$ cat config.mk
export PLATFORM = sky130hd
export DESIGN_NAME = gpio_irq_ctrl
export DESIGN_NICKNAME = d
export VERILOG_FILES = /design/src/rtl/gpio_pkg.sv /design/src/rtl/gpio_sync.sv /design/src/rtl/gpio_line_det.sv /design/src/rtl/gpio_pin_mux.sv /design/src/rtl/gpio_irq_ctrl.sv
export SDC_FILE = /design/constraint.sdc
export NUM_CORES = 1
export LEC_CHECK = 0
export CORE_ASPECT_RATIO = 1.5
export CORE_MARGIN = 10
export CORE_UTILIZATION = 50
export DETAILED_ROUTE_END_ITERATION = 10
export DONT_BUFFER_PORTS = 1
export HOLD_SLACK_MARGIN = 0.03
export PLACE_DENSITY = 0.76
export SLEW_MARGIN = 10
export SYNTH_ARGS = -nofsm -noshare
export SYNTH_HDL_FRONTEND = slang
export SYNTH_SLANG_ARGS = --single-unit
export TNS_END_PERCENT = 20
$ cat constraint.sdc
create_clock -name clk -period 2.7 [get_ports clk]
set_input_delay 0.675 -clock clk [delete_from_list [all_inputs] [get_ports clk]]
set_output_delay 0.675 -clock clk [all_outputs]
set_load 0.05 [all_outputs]
$ cat src/rtl/gpio_pkg.sv
package gpio_pkg;
  localparam logic [2:0] REG_OUT    = 3'd0;
  localparam logic [2:0] REG_DIR    = 3'd1;
  localparam logic [2:0] REG_IN     = 3'd2;
  localparam logic [2:0] REG_STAT   = 3'd3;
  localparam logic [2:0] REG_STY_LO = 3'd4;
  localparam logic [2:0] REG_STY_HI = 3'd5;
  localparam logic [2:0] REG_CLK    = 3'd6;
  localparam logic [2:0] REG_DBS    = 3'd7;

  localparam int STY_W = 3;

  typedef enum logic [2:0] {
    STY_LVL_HI = 3'd0,
    STY_LVL_LO = 3'd1,
    STY_RISE   = 3'd2,
    STY_FALL   = 3'd3,
    STY_ANY    = 3'd4
  } sty_e;
endpackage

$ cat src/rtl/gpio_sync.sv
module gpio_sync #(
  parameter int W = 16
) (
  input  logic         clk,
  input  logic         rst_n,
  input  logic [W-1:0] d,
  output logic [W-1:0] now,
  output logic [W-1:0] prev
);
  logic [W-1:0] meta_q;
  logic [W-1:0] now_q;
  logic [W-1:0] prev_q;

  always_ff @(posedge clk or negedge rst_n) begin
    if (!rst_n) begin
      meta_q <= '0;
      now_q  <= '0;
      prev_q <= '0;
    end else begin
      meta_q <= d;
      now_q  <= meta_q;
      prev_q <= now_q;
    end
  end

  assign now  = now_q;
  assign prev = prev_q;
endmodule

$ cat src/rtl/gpio_line_det.sv
module gpio_line_det
  import gpio_pkg::*;
(
  input  logic             clk,
  input  logic             rst_n,
  input  logic             cur,
  input  logic             last,
  input  logic [STY_W-1:0] style,
  input  logic             clr,
  output logic             flag
);
  logic hit;
  logic flag_q;

  always_comb begin
    case (style)
      STY_LVL_HI: hit = cur;
      STY_LVL_LO: hit = ~cur;
      STY_RISE:   hit = cur & ~last;
      STY_FALL:   hit = ~cur & last;
      STY_ANY:    hit = cur ^ last;
      default:    hit = 1'b0;
    endcase
  end

  always_ff @(posedge clk or negedge rst_n) begin
    if (!rst_n) flag_q <= 1'b0;
    else        flag_q <= (flag_q & ~clr) | hit;
  end

  assign flag = flag_q;
endmodule

$ cat src/rtl/gpio_pin_mux.sv
module gpio_pin_mux #(
  parameter int NLINES     = 16,
  parameter int CLK_LINE_A = 14,
  parameter int CLK_LINE_B = 15
) (
  input  logic [NLINES-1:0] out_data,
  input  logic [NLINES-1:0] dir_in,
  input  logic              sel_a,
  input  logic              sel_b,
  input  logic              src_a,
  input  logic              src_b,
  output logic [NLINES-1:0] pin_out,
  output logic [NLINES-1:0] pin_oe
);
  for (genvar i = 0; i < NLINES; i++) begin : g_pin
    if (i == CLK_LINE_A) begin : g_a
      assign pin_out[i] = sel_a ? src_a : out_data[i];
      assign pin_oe[i]  = sel_a | ~dir_in[i];
    end else if (i == CLK_LINE_B) begin : g_b
      assign pin_out[i] = sel_b ? src_b : out_data[i];
      assign pin_oe[i]  = sel_b | ~dir_in[i];
    end else begin : g_plain
      assign pin_out[i] = out_data[i];
      assign pin_oe[i]  = ~dir_in[i];
    end
  end
endmodule

$ cat src/rtl/gpio_irq_ctrl.sv
module gpio_irq_ctrl
  import gpio_pkg::*;
#(
  parameter int NLINES     = 16,
  parameter int NIRQ       = 13,
  parameter int CLK_LINE_A = 14,
  parameter int CLK_LINE_B = 15,
  parameter int CFG_W      = 8
) (
  input  logic              clk,
  input  logic              rst_n,
  input  logic              bus_en,
  input  logic              bus_wr,
  input  logic [2:0]        bus_word,
  input  logic [31:0]       bus_wdata,
  output logic [31:0]       bus_rdata,
  input  logic [NLINES-1:0] pin_in,
  output logic [NLINES-1:0] pin_out,
  output logic [NLINES-1:0] pin_oe,
  input  logic              clk_src_a,
  input  logic              clk_src_b,
  output logic [NIRQ-1:0]   irq_out,
  output logic [CFG_W-1:0]  clk_cfg_a,
  output logic [CFG_W-1:0]  clk_cfg_b
);
  localparam int LPR       = NLINES / 2;
  localparam int STY_BITS  = STY_W * LPR;
  localparam int MUX_A_BIT = CFG_W;
  localparam int CFG_B_LSB = 16;
  localparam int MUX_B_BIT = CFG_B_LSB + CFG_W;

  logic                    wr_en;
  logic [NLINES-1:0]       out_q;
  logic [NLINES-1:0]       dir_q;
  logic [STY_W*NLINES-1:0] style_flat;
  logic [CFG_W-1:0]        cfg_a_q;
  logic [CFG_W-1:0]        cfg_b_q;
  logic                    mux_a;
  logic                    mux_b;
  logic [31:0]             dbs_q;
  logic [NLINES-1:0]       clr;
  logic [NLINES-1:0]       in_now;
  logic [NLINES-1:0]       in_prev;
  logic [NLINES-1:0]       stat;

  assign wr_en = bus_en & bus_wr;
  assign clr   = (wr_en && bus_word == REG_STAT) ? bus_wdata[NLINES-1:0] : '0;

  always_ff @(posedge clk or negedge rst_n) begin
    if (!rst_n) begin
      out_q      <= '0;
      dir_q      <= '1;
      style_flat <= '0;
      cfg_a_q    <= '0;
      cfg_b_q    <= '0;
      mux_a      <= 1'b0;
      mux_b      <= 1'b0;
      dbs_q      <= '0;
    end else if (wr_en) begin
      case (bus_word)
        REG_OUT:    out_q <= bus_wdata[NLINES-1:0];
        REG_DIR:    dir_q <= bus_wdata[NLINES-1:0];
        REG_STY_LO: style_flat[STY_BITS-1:0] <= bus_wdata[STY_BITS-1:0];
        REG_STY_HI: style_flat[2*STY_BITS-1:STY_BITS] <= bus_wdata[STY_BITS-1:0];
        REG_CLK: begin
          cfg_a_q <= bus_wdata[CFG_W-1:0];
          mux_a   <= bus_wdata[MUX_A_BIT];
          cfg_b_q <= bus_wdata[CFG_B_LSB +: CFG_W];
          mux_b   <= bus_wdata[MUX_B_BIT];
        end
        REG_DBS:    dbs_q <= bus_wdata;
        default: ;
      endcase
    end
  end

  always_comb begin
    bus_rdata = '0;
    case (bus_word)
      REG_OUT:    bus_rdata[NLINES-1:0]   = out_q;
      REG_DIR:    bus_rdata[NLINES-1:0]   = dir_q;
      REG_IN:     bus_rdata[NLINES-1:0]   = in_now;
      REG_STAT:   bus_rdata[NLINES-1:0]   = stat;
      REG_STY_LO: bus_rdata[STY_BITS-1:0] = style_flat[STY_BITS-1:0];
      REG_STY_HI: bus_rdata[STY_BITS-1:0] = style_flat[2*STY_BITS-1:STY_BITS];
      REG_CLK: begin
        bus_rdata[CFG_W-1:0]          = cfg_a_q;
        bus_rdata[MUX_A_BIT]          = mux_a;
        bus_rdata[CFG_B_LSB +: CFG_W] = cfg_b_q;
        bus_rdata[MUX_B_BIT]          = mux_b;
      end
      default:    bus_rdata = dbs_q;
    endcase
  end

  gpio_sync #(.W(NLINES)) u_sync (
    .clk  (clk),
    .rst_n(rst_n),
    .d    (pin_in),
    .now  (in_now),
    .prev (in_prev)
  );

  for (genvar i = 0; i < NLINES; i++) begin : g_det
    gpio_line_det u_det (
      .clk  (clk),
      .rst_n(rst_n),
      .cur  (in_now[i]),
      .last (in_prev[i]),
      .style(style_flat[STY_W*i +: STY_W]),
      .clr  (clr[i]),
      .flag (stat[i])
    );
  end

  assign irq_out   = stat[NIRQ-1:0];
  assign clk_cfg_a = cfg_a_q;
  assign clk_cfg_b = cfg_b_q;

  gpio_pin_mux #(
    .NLINES    (NLINES),
    .CLK_LINE_A(CLK_LINE_A),
    .CLK_LINE_B(CLK_LINE_B)
  ) u_mux (
    .out_data(out_q),
    .dir_in  (dir_q),
    .sel_a   (mux_a),
    .sel_b   (mux_b),
    .src_a   (clk_src_a),
    .src_b   (clk_src_b),
    .pin_out (pin_out),
    .pin_oe  (pin_oe)
  );
endmodule

# == Word level (Yosys, flattened, before mapping) ==
# Index checks and enable logic that the tools add are counted.
# word_totals
regBits,194
in_bits,57
out_inout_bits,93
elab_cells,297
# classes
n_eq_ne,71
muxes,24
n_bitwise,147
reduce_logical,27
# ops
operator,count
$eq 3x2->1 const B,34
$pmux 1 s5,16
$not 1->1,64
$pmux 9 s7,1
$eq 3x3->1 const B,20
$eq 3x1->1 const B,17
$logic_not 3->1,17
$and 1x1->1,49
$pmux 7 s7,1
$pmux 8 s4,1
$or 1x1->1,18
$mux 16,1
$xor 1x1->1,16
$reduce_and 2->1,6
$mux 7,1
$reduce_or 7->1,1
$reduce_or 6->1,1
$reduce_or 4->1,1
$mux 1,2
$pmux 1 s2,1
$logic_and 1x1->1,1

# == Longest topological paths before layout ==
# Gate-level depths: netlist of run 1.
# logic_depth
depth_word,6
mapped_depth,8
depth_no_buf,6

# == Cells and area by module ==
# Synthesis of run 1 repeated with hierarchy kept, for this count alone.
# hier_totals
hier_cells,769
area_unflattened_um2,9688.0
# modules_own_cells
mod,instances,cells_per_inst,area_per_inst_um2,seq_area_each_um2
gpio_irq_ctrl,1,497,6525.0,3273.1
gpio_line_det,16,12,110.1,25.0
gpio_sync,1,48,1201.2,1201.2
gpio_pin_mux,1,32,200.2,0.0

# == Worst setup path before layout of run 1 ==
# OpenSTA, ideal clock, no wires.
# synth_timing
kind,input to output
start,input bus_word[0]
end,output bus_rdata[0]
t_arrival_ps,2593
required_ps,2025
setup_slack_ps,-568
stages,6
path_buffers,3
path_cell_list,buf_4 > buf_6 > buf_4 > nor2_2 > a221oi_1 > o21ai_0
# synth_between
elab_chain_cells,2
word_cells_on_any_way,8
classes_between,eq/ne (6); mux (1); reduce/logical (1)
# synth_rtl
item,line,rtl
"start, declared",gpio_irq_ctrl.sv:14,"input logic [2:0] bus_word,"
$eq 3x3->1 (tied with other cells),gpio_irq_ctrl.sv:79,case (bus_word)
$pmux 9 s7 (*),gpio_irq_ctrl.sv:79,
"end, declared",gpio_irq_ctrl.sv:16,"output logic [31:0] bus_rdata,"
# Every way passes the cells marked *; elsewhere a longest branch is shown, timed or not.

# == Final worst setup path of run 1 ==
# layout_timing
start,register out_q[7]
end,output bus_rdata[7]
# layout_between
elab_chain_cells,1
# layout_rtl
item,line,rtl
"start, declared",gpio_irq_ctrl.sv:33,logic [NLINES-1:0] out_q;
"start signal, assigned",gpio_irq_ctrl.sv:61,REG_OUT: out_q <= bus_wdata[NLINES-1:0];
$pmux 9 s7,gpio_irq_ctrl.sv:79,
# Every way passes these cells.

==> results of run 1 <==
[per-stage QoR]
stage	utilization	hold WS, ps	std cells
after floorplan	-	331.2	783
after global routing	0.5557	-75.90	1044
final	0.5557	-52.08	1044
after global placement	0.5245	332.5	1012
after CTS	0.5556	-75.01	1044
after detailed placement	0.5245	335.8	1012
[power by group]
part           total (µW)  switching (µW)  leakage (µW)  internal (µW)
Combinational        1770            1020       0.00194            752
Sequential           4290             851       0.00227           3440
Clock                2500            1110      0.000287           1390
Total                8560            2980       0.00450           5580
[synth_stat cells, types with 11 or more instances]
cell type	number
a211o_1	11
and2_1	16
ha_1	32
nor2_1	32
mux2i_1	23
dfrtp_1	178
mux2_2	126
o21ai_0	56
dfstp_2	16
inv_1	49
a21oi_1	17
a22o_1	14
nand2_1	48
a221oi_1	15
buf_4	39
[final cells by class]
class / instances / area share
sequential: 194 / 0.4712
multi-input combinational: 480 / 0.3941
clock buffer: 19 / 0.04280
timing repair buffer: 37 / 0.03047
tap: 252 / 0.03047
inverter: 49 / 0.01777
clock inverter: 13 / 0.01318
[timing repair]
item                       CTS  global route
resized for setup            0             1
setup endpoints to repair    0             1
hold endpoints to repair   178           178
[final timing paths]
check                                  start             endpoint  slack [ps]  cells after the start
max                                 out_q[7]         bus_rdata[7]           5                      4
max in group asynchronous              rst_n             dir_q[0]        2390                      0
min reg2reg                u_sync.meta_q[12]       u_sync.now[12]         350                      0
max reg2reg                    u_sync.now[1]  g_det[1].u_det.flag        1250                      4
min in group clk                   pin_in[5]     u_sync.meta_q[5]         260                      0
min                                    rst_n    u_sync.meta_q[13]         -50                      0
[registers in the layout (all words and copies together), names as in the netlist]
signal / count
style_flat: 48
dbs_q: 32
dir_q: 16
g_det.u_det.flag: 16
out_q: 16
u_sync.meta_q: 16
u_sync.now: 16
u_sync.prev: 16
clk_cfg_a: 8
clk_cfg_b: 8
mux_a: 1
mux_b: 1
[worst max-delay path, cell delays in order (launching register included)]
cell,delay [ps]
dfrtp_1,710
a221oi_1,230
a31o_2,260
o21ai_1,130
buf_4,240
[layer usage]
layer	GRT usage	vias to the layer above	part of all wire
met5	0	-	0
met4	0.07683	0	0.027
met3	0.05962	41	0.072
met2	0.3309	215	0.52
met1	0.2245	3163	0.38
li1	-	2727	-
[kinds of logic (layout without fill, tap and decap cells)]
family          Yosys count  in the layout  share of synthesized area
xor+xnor                 13             13                    0.01197
compound gates          142            142                    0.09903
fa+ha+maj                32             32                    0.04208
simple gates            133            133                    0.07286
buf+inv                 109            118                    0.06352
flops                   194            194                     0.5124
mux                     160            160                     0.1982
==> key figures, run 1 <==
Cells and area
  – Storage element area: 4876 µm²
  – Final #Nets: 868
  – Share of cells above drive strength 1: 0.3119
  – Design area: 10,350 µm²
  – Most frequent cells in the layout: dfrtp_1 (177), mux2_2 (126), o21ai_0 (52)
  – Commonest non-fill, non-tap cell in the layout: dfrtp_1
  – Filler instances: 1,595
  – Syn-to-layout area delta: 8.772%
  – Antenna Cells: 0
  – Area taken by multi-input logic gates: 4079 µm²

Clocking
  – Postcts setup bufs: 0
  – Skew-Pair Late Insertion Delay: 430 ps
  – Root buf cell: clkbuf_16
  – Clk slew on worst S/H paths: 70 ps
  – CTS tree: done
  – Clock sink count: 194
  – Total CTS buffers: 17
  – H-tree Lvls: 4
  – CTS Buffer Depth: 2

Placement
  – Routability cong.: 0.8257
  – IO buf count: 0
  – Post-DP HPWL: 16.95 mm
  – Cell Area, Placed: 9768 µm²
  – Place WS: 256.4 ps

Synth
  – Mapped Area: 9514 µm²
  – Syn_nets: 872
  – Synth Flop Type: dfrtp_1
  – Avg Cell Area, Syn: 12.15 µm²
  – Number of flops mapped to enable cells by yosys: 0
  – Top-area cell type share of the netlist area: 0.4682
  – Post-Syn Instances: 783
  – Post-synth ARST share: 1.000
  – Synth cell types: 50
  – Area contributors post-synth: dfrtp_1 (47%), mux2_2 (15%), dfstp_2 (4.4%)
  – Register area share after synthesis: 0.5124
  – Synth warnings: 0
  – #FFs+latches synth: 194
  – Synth area leader: dfrtp_1

GRT
  – Gr usage total: 0.1947
  – Initial antenna violation count: 0
  – Global-route wire length before repair: 38.03 mm
  – Largest net degree at the start of global routing: 195
  – Total gr overflow: 0
  – Vias in the first global route: 6,451

Timing
  – Final setup TNS: 0 ps
  – Final Hold Viols: 122
  – Worst-Margin Slew: 627.8 ps
  – Max Clock Freq: 371.1 MHz
  – Max Slew Vio Count: 0
  – Final Setup Violations: 0
  – Setup ws final: 5.436 ps
  – Tcrit/Tclk final: 0.9980
  – Slew headroom: 0.5815
  – Tightest hold margin: -52.08 ps
  – Min Tclk post-route: 2695 ps
  – RSZ-0062 raised after global routing: false
  – Skew final: 4.637 ps

Floorplanning
  – Row count: 61
  – Area of the core: 18,620 µm²
  – Number of I/O pins: 150
  – Die X-Extent: 132.6 µm
  – Chip height: 188.9 µm
  – Die area: 25,060 µm²
  – Starting Density: 0.5109

Pwr
  – Static Leakage: 0.004496 µW
  – Total power draw: 8565 µW
  – Peak supply drop: 0.4982 mV
  – PD cells: 827.6 nW/µm²

Route
  – Via count: 6,146
  – Total Routed Length: 24.32 mm
  – Vias per inst: 5.887
  – First-pass detailed-route iteration total: 5
  – Post-route ant nets: 0
  – DRC: 0
  – Initial DRC Count: 375
  – Avg WL per Cell: 23.30 µm

Run status
  – Status: finished with violations
  – Failing checks: negative hold slack

Critical path
  – WP data required: 2030 ps
  – Worst Path Arrival: 2020 ps
  – Crit path max fanout: 3
  – Setup crit end kind: output port
  – CP startpoint kind: register
  – Setup Crit Path Kind: register to output port

Flow run
  – Max_cap viols: 0

Worst hold path
  – Hold WC Path Type: primary input to async pin
Note: power is estimated with default switching activity, not from simulation.
==> run 2: changes to the inputs <==
--- a/config.mk
+++ b/config.mk
@@ -12,6 +12,7 @@
 export DONT_BUFFER_PORTS = 1
 export HOLD_SLACK_MARGIN = 0.03
 export PLACE_DENSITY = 0.76
+export REMOVE_ABC_BUFFERS = 1
 export SLEW_MARGIN = 10
 export SYNTH_ARGS = -nofsm -noshare
 export SYNTH_HDL_FRONTEND = slang
==> constraint.sdc (replaced) <==
create_clock -name clk -period 2.7 [get_ports clk]
set_input_delay 0.405 -clock clk [delete_from_list [all_inputs] [get_ports clk]]
set_output_delay 0.405 -clock clk [all_outputs]
set_load 0.05 [all_outputs]
==> run 2 against run 1 <==
  * The flow still finishes with violations (negative hold slack)
  * Count of clock-buffer cells in the layout rose by 1
  * Non-clock buffer count rose by 3
  * Flip-flop and latch count did not move
  * Setup slack improved by 280 ps
  * Clock skew rose by 4.7 ps
  * First-iteration DRC count rose by 62%
==> key figures, run 2 (synthesized netlist as in run 1, its figures left out) <==
Timing
  – Worst-Margin Slew: 660.5 ps (was 627.8 ps)
  – Slew headroom: 0.5592 (was 0.5815)
  – RSZ-0062 raised after global routing: false (unchanged)
  – Tightest hold margin: -330.7 ps (was -52.08 ps)
  – Max Clock Freq: 414.2 MHz (was 371.1 MHz)
  – Min Tclk post-route: 2414 ps (was 2695 ps)
  – Final setup TNS: 0 ps (unchanged)
  – Tcrit/Tclk final: 0.8942 (was 0.9980)
  – Final Setup Violations: 0 (unchanged)
  – Max Slew Vio Count: 0 (unchanged)
  – Skew final: 9.347 ps (was 4.637 ps)
  – Final Hold Viols: 184 (was 122)

Clocking
  – Total CTS buffers: 17 (unchanged)
  – CTS resizes: 0 (unchanged)
  – Clk slew on worst S/H paths: 70 ps (about the same)
  – CTS Buffer Depth: 2 (unchanged)
  – Hold-fix buffers, CTS: 16
  – Root buf cell: clkbuf_16 (unchanged)
  – H-tree Lvls: 4 (unchanged)
  – CTS tree: done (unchanged)
  – Clock sink count: 194 (unchanged)
  – Skew-Pair Late Insertion Delay: 440 ps (was 430 ps)
  – Postcts setup bufs: 0 (unchanged)

Route
  – DRC: 0 (unchanged)
  – Total Routed Length: 24.58 mm (was 24.32 mm)
  – Avg WL per Cell: 23.48 µm (was 23.30 µm)
  – First-pass detailed-route iteration total: 5 (unchanged)
  – Via count: 6,130 (was 6,146)
  – Post-route ant nets: 0 (unchanged)
  – Initial DRC Count: 608 (was 375)
  – Vias per inst: 5.855 (was 5.887)

GRT
  – Initial antenna violation count: 0 (unchanged)
  – Gr usage total: 0.1951 (was 0.1947)
  – Largest net degree at the start of global routing: 195 (unchanged)
  – Total gr overflow: 0 (unchanged)
  – Vias in the first global route: 6,312 (was 6,451)
  – Global-route wire length before repair: 37.83 mm (was 38.03 mm)

Floorplanning
  – Chip height: 188.9 µm (unchanged)
  – Number of I/O pins: 150 (unchanged)
  – Area of the core: 18,620 µm² (unchanged)
  – Die area: 25,060 µm² (unchanged)
  – Starting Density: 0.5109 (unchanged)
  – Die X-Extent: 132.6 µm (unchanged)
  – Row count: 61 (unchanged)

Pwr
  – Total power draw: 8898 µW (was 8565 µW)
  – Peak supply drop: 0.4448 mV (was 0.4982 mV)
  – Pint: 5922 µW (was 5585 µW)
  – Clk pwr share: 0.322 (was 0.292)
  – PD cells: 852.4 nW/µm² (was 827.6 nW/µm²)
  – Net Switching: 2976 µW (was 2980 µW)
  – Share of total power in combinational logic: 0.188 (was 0.206)
  – Static Leakage: 0.004527 µW (was 0.004496 µW)
  – Register share of total power: 0.490 (was 0.501)
  – Sw frac: 0.3344 (was 0.3479)

Cells and area
  – Share of cells above drive strength 1: 0.2792 (was 0.3119)
  – Final #Nets: 871 (was 868)
  – Syn-to-layout area delta: 9.719% (was 8.772%)
  – Antenna Cells: 0 (unchanged)
  – Storage element area: 4875 µm² (was 4876 µm²)
  – Area taken by multi-input logic gates: 4043 µm² (was 4079 µm²)
  – Biggest register: style_flat (unchanged)
  – Max reg flops: 48 (unchanged)
  – Largest regs: style_flat (48), dbs_q (32) (unchanged)
  – Filler instances: 1,525 (was 1,595)
  – Most frequent cells in the layout: dfrtp_1 (178), mux2_2 (126), o21ai_0 (52) (was dfrtp_1 (177), mux2_2 (126), o21ai_0 (52))
  – Commonest non-fill, non-tap cell in the layout: dfrtp_1 (unchanged)

Critical path
  – Setup crit end kind: output port (unchanged)
  – Crit path max fanout: 3 (unchanged)
  – Setup Crit Path Kind: register to output port (unchanged)
  – Slowest stage cell, crit path: dfrtp_1 (unchanged)
  – Buf/Inv on CP: 1 (unchanged)
  – Crit-path cells: o211ai_1 -> a31o_2 -> o21ai_1 -> buf_4 (was a221oi_1 -> a31o_2 -> o21ai_1 -> buf_4)
  – CP startpoint kind: register (unchanged)
  – CP top delay family: flip-flops (unchanged)
  – WP data required: 2300 ps (was 2030 ps)
  – Slowest stage delay, CP: 710 ps (about the same)
  – Worst Path Arrival: 2010 ps (was 2020 ps)

Placement
  – Routability cong.: 0.8095 (was 0.8257)
  – Post-DP HPWL: 16.60 mm (was 16.95 mm)
  – IO buf count: 0 (unchanged)

Run status
  – Status: finished with violations (unchanged)
  – Failing checks: negative hold slack (unchanged)

Flow run
  – Max_cap viols: 0 (unchanged)

Worst hold path
  – Hold WC Path Type: primary input to async pin (unchanged)
==> run 2: cell count changes in the layout (fill, tap and decap cells not counted), moves of 4 or more <==
cell	previous run	this run
bufinv_16	2	6
clkinv_2	5	0
a21oi_1	10	17
a21oi_2	7	0
buf_4	34	23
dlygate4sd3_1	0	16
==> run 2: area by class of cell <==
class | count | area share
sequential | 194 | 0.4670
clock buffer | 20 | 0.04183
timing repair buffer | 40 | 0.03380
clock inverter | 12 | 0.02229
inverter | 49 | 0.01762
multi-input combinational | 480 | 0.3873
tap | 252 | 0.03020
==> run 2: metal layers <==
metal | up-vias | global-route usage | wire [µm]
met5 | - | 0 | 0
met4 | 0 | 0.07343 | 577
met3 | 39 | 0.06306 | 1770
met2 | 184 | 0.3361 | 12660
met1 | 3169 | 0.2202 | 9570
li1 | 2738 | - | -
==> run 2: power groups by stage <==
stage	registers, µW	logic (µW)	clock network, µW
global placement	4390	1610	0
detailed placement	4420	1650	0
global route	4430	1810	3030
finish	4360	1670	2870
floorplan	4220	1410	0
CTS	4360	1690	2920
==> run 2: final timing paths <==
| kind | end | slack, ps | startpoint | cells after the start |
|---|---|---|---|---|
| max | bus_rdata[7] | 290 | g_det[7].u_det.flag | 4 |
| min | u_sync.meta_q[2] | -330 | rst_n | 0 |
| max reg2reg | g_det[4].u_det.flag | 1280 | u_sync.now[4] | 4 |
| min reg2reg | u_sync.now[9] | 350 | u_sync.meta_q[9] | 0 |
| max in group asynchronous | dir_q[10] | 2640 | rst_n | 0 |
| min in group clk | dir_q[0] | 60 | bus_wdata[0] | 2 |
==> run 2: worst reg2reg max path, cell delays in order (launching register included) <==
cell	delay, ps
dfrtp_1	430
ha_1	300
a211oi_1	70
a211o_1	280
a22o_1	220
==> run 2: per-stage QoR <==
step                      utilization  instances  hold slack, ps  setup WS (ps)  cell area (µm²)
final                          0.5605       1047          -330.7          285.8            10440
after global routing           0.5605       1047          -354.0          213.4            10440
after CTS                      0.5605       1047          -359.2          263.2            10440
after detailed placement       0.5160        999           116.0          555.2             9609
after global placement         0.5160        999           116.5          618.2             9609
after floorplan                     -        723           109.4          403.1             9094
